===== src/rtl/dafilt_pkg.sv =====
package dafilt_pkg;
    localparam int unsigned MAC_W       = 48;
    localparam int unsigned WORD_W      = 32;
    localparam int unsigned HI_ADDR_W   = MAC_W - WORD_W;
    localparam int unsigned MODE_OFS    = 'h38;
    localparam int unsigned SLOT_BASE   = 'h50;
    localparam int unsigned SLOT_STRIDE = 8;
    localparam int unsigned LO_OFS      = 4;
    localparam int unsigned EN_BIT      = 31;
    localparam int unsigned RXALL_BIT   = 0;
    localparam int unsigned MCPASS_BIT  = 16;

    typedef struct packed {
        logic             rx_all;
        logic             mc_pass;
    } mode_t;

    typedef struct packed {
        logic             valid;
        logic             accept;
    } decision_t;
endpackage


===== src/rtl/dafilt_regs.sv =====
module dafilt_regs
    import dafilt_pkg::*;
#(
    parameter int unsigned NUM_SLOTS = 8,
    parameter int unsigned ADDR_W    = 8
) (
    input  logic                          clk,
    input  logic                          rst_n,
    input  logic                          wr_en,
    input  logic [ADDR_W-1:0]             wr_addr,
    input  logic [WORD_W-1:0]             wr_data,
    output logic [NUM_SLOTS-1:0][MAC_W-1:0] slot_addr,
    output logic [NUM_SLOTS-1:0]          slot_en,
    output mode_t                         mode
);
    typedef struct packed {
        logic [NUM_SLOTS-1:0]                 en_flag;
        logic [NUM_SLOTS-1:0][HI_ADDR_W-1:0]  hi;
        logic [NUM_SLOTS-1:0][WORD_W-1:0]     lo;
        mode_t                                mode;
    } regs_t;

    regs_t st_d, st_q;

    logic unused_wr_bits;
    assign unused_wr_bits = ^{wr_data[30:17], wr_data[15:1]};

    always_comb begin
        st_d = st_q;
        if (wr_en) begin
            if (wr_addr == ADDR_W'(MODE_OFS)) begin
                st_d.mode.rx_all  = wr_data[RXALL_BIT];
                st_d.mode.mc_pass = wr_data[MCPASS_BIT];
            end
            for (int k = 0; k < NUM_SLOTS; k++) begin
                if (wr_addr == ADDR_W'(SLOT_BASE + SLOT_STRIDE * k)) begin
                    st_d.en_flag[k] = wr_data[EN_BIT];
                    st_d.hi[k]      = wr_data[HI_ADDR_W-1:0];
                end
                if (wr_addr == ADDR_W'(SLOT_BASE + SLOT_STRIDE * k + LO_OFS)) begin
                    st_d.lo[k] = wr_data;
                end
            end
        end
    end

    always_ff @(posedge clk or negedge rst_n) begin
        if (!rst_n) st_q <= '0;
        else        st_q <= st_d;
    end

    assign mode = st_q.mode;

    for (genvar k = 0; k < NUM_SLOTS; k++) begin : g_slot
        assign slot_addr[k] = {st_q.hi[k], st_q.lo[k]};
        if (k == 0) begin : g_always
            assign slot_en[k] = 1'b1;
        end else begin : g_flagged
            assign slot_en[k] = st_q.en_flag[k];

            hi_zero_disables_chk: assert property (@(posedge clk) disable iff (!rst_n)
                (wr_en && wr_addr == ADDR_W'(SLOT_BASE + SLOT_STRIDE * k) && wr_data == '0)
                |=> !slot_en[k]);
        end
    end


    no_write_stable_chk: assert property (@(posedge clk) disable iff (!rst_n)
        !wr_en |=> ($stable(slot_addr) && $stable(slot_en) && $stable(mode)));
endmodule


===== src/rtl/dafilt_match.sv =====
module dafilt_match
    import dafilt_pkg::*;
#(
    parameter int unsigned NUM_SLOTS = 8
) (
    input  logic [MAC_W-1:0]                dst_addr,
    input  logic [NUM_SLOTS-1:0][MAC_W-1:0] slot_addr,
    input  logic [NUM_SLOTS-1:0]            slot_en,
    output logic [NUM_SLOTS-1:0]            hit
);
    for (genvar k = 0; k < NUM_SLOTS; k++) begin : g_cmp
        assign hit[k] = slot_en[k] && (slot_addr[k] == dst_addr);
    end
endmodule


===== src/rtl/dafilt_decide.sv =====
module dafilt_decide
    import dafilt_pkg::*;
#(
    parameter int unsigned NUM_SLOTS = 8
) (
    input  logic                 clk,
    input  logic                 rst_n,
    input  logic                 frame_sof,
    input  logic [MAC_W-1:0]     dst_addr,
    input  logic [NUM_SLOTS-1:0] hit,
    input  mode_t                mode,
    output logic                 dec_valid,
    output logic                 dec_accept
);
    decision_t dec_d, dec_q;
    logic is_bcast, is_mcast, any_hit;

    assign is_bcast = &dst_addr;
    assign is_mcast = dst_addr[0];
    assign any_hit  = |hit;

    always_comb begin
        dec_d.valid  = frame_sof;
        dec_d.accept = 1'b0;
        if (frame_sof) begin
            if (mode.rx_all || is_bcast)         dec_d.accept = 1'b1;
            else if (is_mcast && mode.mc_pass)   dec_d.accept = 1'b1;
            else                                 dec_d.accept = any_hit;
        end
    end

    always_ff @(posedge clk or negedge rst_n) begin
        if (!rst_n) dec_q <= '0;
        else        dec_q <= dec_d;
    end

    assign dec_valid  = dec_q.valid;
    assign dec_accept = dec_q.accept;


    sof_gives_valid_chk: assert property (@(posedge clk) disable iff (!rst_n)
        frame_sof |=> dec_valid);

    no_spurious_valid_chk: assert property (@(posedge clk) disable iff (!rst_n)
        !frame_sof |=> !dec_valid);

    rx_all_accept_chk: assert property (@(posedge clk) disable iff (!rst_n)
        (frame_sof && mode.rx_all) |=> dec_accept);

    bcast_accept_chk: assert property (@(posedge clk) disable iff (!rst_n)
        (frame_sof && is_bcast) |=> dec_accept);

    unicast_miss_drop_chk: assert property (@(posedge clk) disable iff (!rst_n)
        (frame_sof && !mode.rx_all && !is_mcast && !any_hit) |=> !dec_accept);
endmodule


===== src/rtl/rx_daddr_filter.sv =====
module rx_daddr_filter
    import dafilt_pkg::*;
#(
    parameter int unsigned NUM_SLOTS = 8,
    parameter int unsigned ADDR_W    = 8
) (
    input  logic              clk,
    input  logic              rst_n,
    input  logic              wr_en,
    input  logic [ADDR_W-1:0] wr_addr,
    input  logic [31:0]       wr_data,
    input  logic              frame_sof,
    input  logic [47:0]       dst_addr,
    output logic              dec_valid,
    output logic              dec_accept
);
    logic [NUM_SLOTS-1:0][MAC_W-1:0] slot_addr;
    logic [NUM_SLOTS-1:0]            slot_en;
    logic [NUM_SLOTS-1:0]            hit;
    mode_t                           mode;

    dafilt_regs #(.NUM_SLOTS(NUM_SLOTS), .ADDR_W(ADDR_W)) u_regs (
        .clk(clk), .rst_n(rst_n), .wr_en(wr_en), .wr_addr(wr_addr),
        .wr_data(wr_data), .slot_addr(slot_addr), .slot_en(slot_en), .mode(mode)
    );

    dafilt_match #(.NUM_SLOTS(NUM_SLOTS)) u_match (
        .dst_addr(dst_addr), .slot_addr(slot_addr), .slot_en(slot_en), .hit(hit)
    );

    dafilt_decide #(.NUM_SLOTS(NUM_SLOTS)) u_decide (
        .clk(clk), .rst_n(rst_n), .frame_sof(frame_sof), .dst_addr(dst_addr),
        .hit(hit), .mode(mode), .dec_valid(dec_valid), .dec_accept(dec_accept)
    );
endmodule


===== config.mk =====
export PLATFORM = sky130hd
export DESIGN_NAME = rx_daddr_filter
export DESIGN_NICKNAME = d
export VERILOG_FILES = /design/src/rtl/dafilt_pkg.sv /design/src/rtl/dafilt_regs.sv /design/src/rtl/dafilt_match.sv /design/src/rtl/dafilt_decide.sv /design/src/rtl/rx_daddr_filter.sv
export SDC_FILE = /design/constraint.sdc
export NUM_CORES = 1
export LEC_CHECK = 0
export ABC_AREA = 1
export BUFFER_PORTS_ARGS = -buffer_cell sky130_fd_sc_hd__buf_2
export CAP_MARGIN = 20
export CORE_AREA = 4 4 228 230
export DETAILED_ROUTE_END_ITERATION = 12
export DIE_AREA = 0 0 232 234
export HOLD_SLACK_MARGIN = 0.02
export PLACE_DENSITY_LB_ADDON = 0.15
export SETUP_SLACK_MARGIN = 0.1
export SLEW_MARGIN = 20
export SYNTH_ARGS = -nofsm -noshare
export SYNTH_HDL_FRONTEND = slang
export SYNTH_HIERARCHICAL = 1
export SYNTH_SLANG_ARGS = --single-unit
export TNS_END_PERCENT = 50

===== constraint.sdc =====
create_clock -name clk -period 3 [get_ports clk]
set_clock_uncertainty 0.1 [all_clocks]
set_input_delay 0.6 -clock clk [delete_from_list [all_inputs] [get_ports clk]]
set_output_delay 0.6 -clock clk [all_outputs]
set_load 0.01 [all_outputs]

; ---- After elaboration in Yosys (flattened, before gate mapping)
; Index checks and enable logic that the tools add are counted.
[classes]
n_eq_ne = 25
mux = 3
reduce_logical = 28
[op_table]
columns = operator, n
row1 = $eq A48 B48 Y1, 8
row2 = $eq A8 B7 Y1 const B, 12
row3 = $reduce_and A48 Y1, 1
row4 = $reduce_and A2 Y1, 17
row5 = $eq A8 B8 Y1 const B, 4
row6 = $eq A8 B6 Y1 const B, 1
row7 = $logic_and A1 B1 Y1, 8
row8 = $reduce_or A8 Y1, 1
row9 = $mux W1, 3
row10 = $logic_or A1 B1 Y1, 1
[totals]
word_cells = 83
in_bits = 92
ff_bits = 395

; ---- Depth between registers and ports, before layout
[logic_depth]
ltp_word = 6
depth_mapped = 15
depth_no_buf = 14

; ---- Modules after synthesis
; The synthesis kept the hierarchy.
[by_module_without_submodules]
columns = module, area_each_um2, seq_area_each_um2, n_inst, cells_per_inst
row1 = dafilt_regs, 15811.4, 9834.4, 1, 1790
row2 = dafilt_match, 6209.7, 0.0, 1, 1401
row3 = dafilt_decide, 271.5, 50.0, 1, 57

; ---- Least setup slack after synthesis
; Ideal clock, no wire load.
[synth_timing]
path_type = input-to-reg
startpoint = input dst_addr[36]
endpoint = register u_decide.dec_q (netlist bit u_decide/dec_accept)
path_stages = 10
t_arrival_ns = 1.765
path_slack_ns = 1.015
required_ns = 2.779
setup_ns = 0.121
path_cell_list = buf_2 -> inv_2 -> or2_2 -> nand3_1 -> nor2_1 -> nand3_1 -> nor2_1 -> or3_1 -> nor2_1 -> a21oi_1
[synth_lines]
columns = element, line
row1 = start: declaration, rx_daddr_filter.sv:13  ; input logic [47:0] dst_addr,
row2 = end signal: assignment, dafilt_decide.sv:33  ; if (!rst_n) dec_q <= '0;
row3 = end signal: assignment, dafilt_decide.sv:34  ; else dec_q <= dec_d;
row4 = end: declaration, dafilt_decide.sv:15  ; decision_t dec_d, dec_q;

==> out/qor.txt <==
fin crit share: 79.3%
most frequent CP cell: nor2_1
drt drc: 0
CTS tree: done
RSZ-0062 raised after global routing: no
final setup fails: 0
Setup Buffers After CTS: 0
vias in the first global route: 22000
clock root cell: clkbuf_16
clock sinks: 395
status: finished clean
DR vias: 23700
Placeable Area: 49900 um^2
register area: 9880 um^2
Rel. slew slack: 36.4%
antenna-violating nets left: 0
Ys Warns: 6
Wirelength per Cell: 30.1 um
area occupied by multi-input gates: 10400 um^2
die span in y: 234 um
worst-skew pair later-pin latency: 0.60 ns
crit start category: primary input
fin crit period: 2.38 ns
Post-Syn Instances: 3248
# IOs: 94
Die W: 232 um
RePlAce Congestion: 1.08
#FFs+latches synth: 395
crit path capture type: register
Worst path max stage delay: 0.41 ns
global-route wire length before repair: 168000 um
Max-Cap Viols: 0
Seq/Total Area, Yosys: 44.3%
fin util: 50.7%
Slew Limit Fails: 0
antenna violations before repair: 5
total track usage: 43.9%
number of flops mapped to enable cells by yosys: 0
Fill cells: 5042
crit path max fanout: 9
Max Freq: 420 MHz
DRC marker count from the first detailed-route iteration: 3345
FFs w/ async S/R, synth: 100%
final hold vios: 0
Crit Path Category: in -> reg
syn_area_per_cell: 6.86 um^2
DR pass1 iterations: 7
buffers added on ports: 93
DR vias/cell: 5.88
area grow syn2layout: 13.4%
# rows: 82
ys flop type: dfrtp_1
Syn Std Cell Area: 22300 um^2
Pleak: 13.4 nW
Required @ worst endpoint: 3.41 ns
syn nets: 3340
CP Data Arrival Time: 2.79 ns
Pwr Density: 540 nW/um^2
total grt overflow: 0
Post-Route WL: 121000 um
detailed-placement wirelength estimate: 87800 um
peak supply drop: 0.000448 V
nets: 3406
Min-Delay Path Class: in -> reg
CTS HTree Levels: 2
Initial Utilization: 44.7%
CP max stage cell: buf_2
die area: 54300 um^2
CP Cell Sequence: buf_2 > inv_1 > buf_4 > nand2_1 > o21ai_0 > nor2_1 > nand2_1 > nor2_1 > nand3_1 > nor2_1 > or3_1 > nor2_1 > a21oi_1
pin count of the biggest net entering global routing: 104
Clock transition at path regs: 0.06 ns
layout cells sized above 1: 10.8%
Cell variety after synth: 30
cts bufs inserted: 47
Worst-Margin Slew: 0.955 ns
Sum Neg Setup Slack: 0 ns
Max clock buf depth: 3
## repair_timing
item / CTS / global route
hold buffers: 1 / 0
hold endpoints to repair: 25 / 0
gates resized for setup: 0 / 0
## placed cells by master, fill, tap and decap left out, types with 27 or more instances in the layout
cell type | netlist | final
o21ai_0 | 150 | 150
clkbuf_16 | 0 | 47
buf_2 | 106 | 92
xor2_1 | 49 | 49
nand3_1 | 405 | 405
o21ai_1 | 27 | 27
buf_4 | 30 | 123
dfrtp_1 | 395 | 395
inv_1 | 204 | 204
nor2_1 | 230 | 226
xnor2_1 | 41 | 41
nand2_1 | 1454 | 1454
## critical path: cells and delay by family
kind	cells	cell delay [ns]
AOI/OAI and AO/OA	2	0.24
buffers and inverters	3	0.71
and+or+nand+nor	8	1.23
## metrics by stage
stage                     area, um^2  total power, mW  setup WS, ns  hold slack [ns]  instances
after floorplan                22300             6.71          1.01            0.204       3248
after global placement         23700             7.69         0.165            0.355       3936
after detailed placement       23700             7.70         0.172            0.358       3936
after CTS                      25300             13.6         0.726           0.0351       4023
after global routing           25300             14.0         0.595           0.0447       4023
final                          25300             13.6         0.620           0.0567       4024
## Yosys cell counts, drive strengths merged (2+ instances only)
master     n  area share (%)
a21oi      2           0.045
buf      150             4.1
clkbuf    64             1.2
dfrtp    395              44
inv      227             3.8
nand2   1467              25
nand3    406             9.1
nand4     22            0.62
nor2     238             4.1
o211ai     2           0.067
o21ai    178             4.0
o22ai      2           0.056
xnor2     41             1.6
xor2      49             1.9
## kinds of logic after synthesis
logic type      count (synthesis)  synth area share (%)
compound gates                185                  4.22
xor+xnor                       90                  3.54
buf+inv                       442                  9.09
flops                         395                  44.3
other cells                     1                0.0168
simple gates                 2135                  38.8
## worst paths after layout
kind / endpoint / slack [ns] / from / cells past startpoint
max: u_decide/dec_accept / 0.62 / dst_addr[8] / 13
min: u_decide/dec_valid / 0.06 / frame_sof / 1
max reg2reg: u_decide/dec_accept / 0.63 / u_regs/slot_addr[313] / 11
min reg2reg: u_regs/slot_addr[13] / 0.37 / u_regs/slot_addr[13] / 2
max in group asynchronous: u_regs/slot_addr[44] / 1.36 / rst_n / 4
min in group asynchronous: u_regs/slot_addr[267] / 0.38 / rst_n / 2
## report_power, final
group / internal (mW) / total, mW / switching (mW)
Sequential: 5.58 / 5.87 / 0.291
Clock: 3.44 / 5.94 / 2.51
Combinational: 0.481 / 1.83 / 1.35
Total: 9.50 / 13.6 / 4.14
## area by class of cell
class	count	share of cell area [%]
Multi-Input combinational cell	2411	41.3
Sequential cell	395	39.1
Clock inverter	23	0.861
Antenna cell	1	0.00990
Clock buffer	63	5.37
Inverter	228	3.39
Tap cell	672	3.33
Timing Repair Buffer	231	6.68
## routing by layer
layer / GRT usage [%] / up-vias / wire, um
li1: - / 10200 / -
met5: 0 / - / 39
met2: 65.0 / 1756 / 51400
met1: 59.4 / 11400 / 47300
met4: 24.5 / 6 / 8200
met3: 10.3 / 335 / 14100
## sequential cells by signal, indices dropped and copies added, names as in the netlist
register	flops
u_decide/dec_accept	1
u_decide/dec_valid	1
u_regs/slot_addr	384
u_regs/mode	2
u_regs/slot_en	7
No activity file was read; power rests on OpenSTA's default activity.
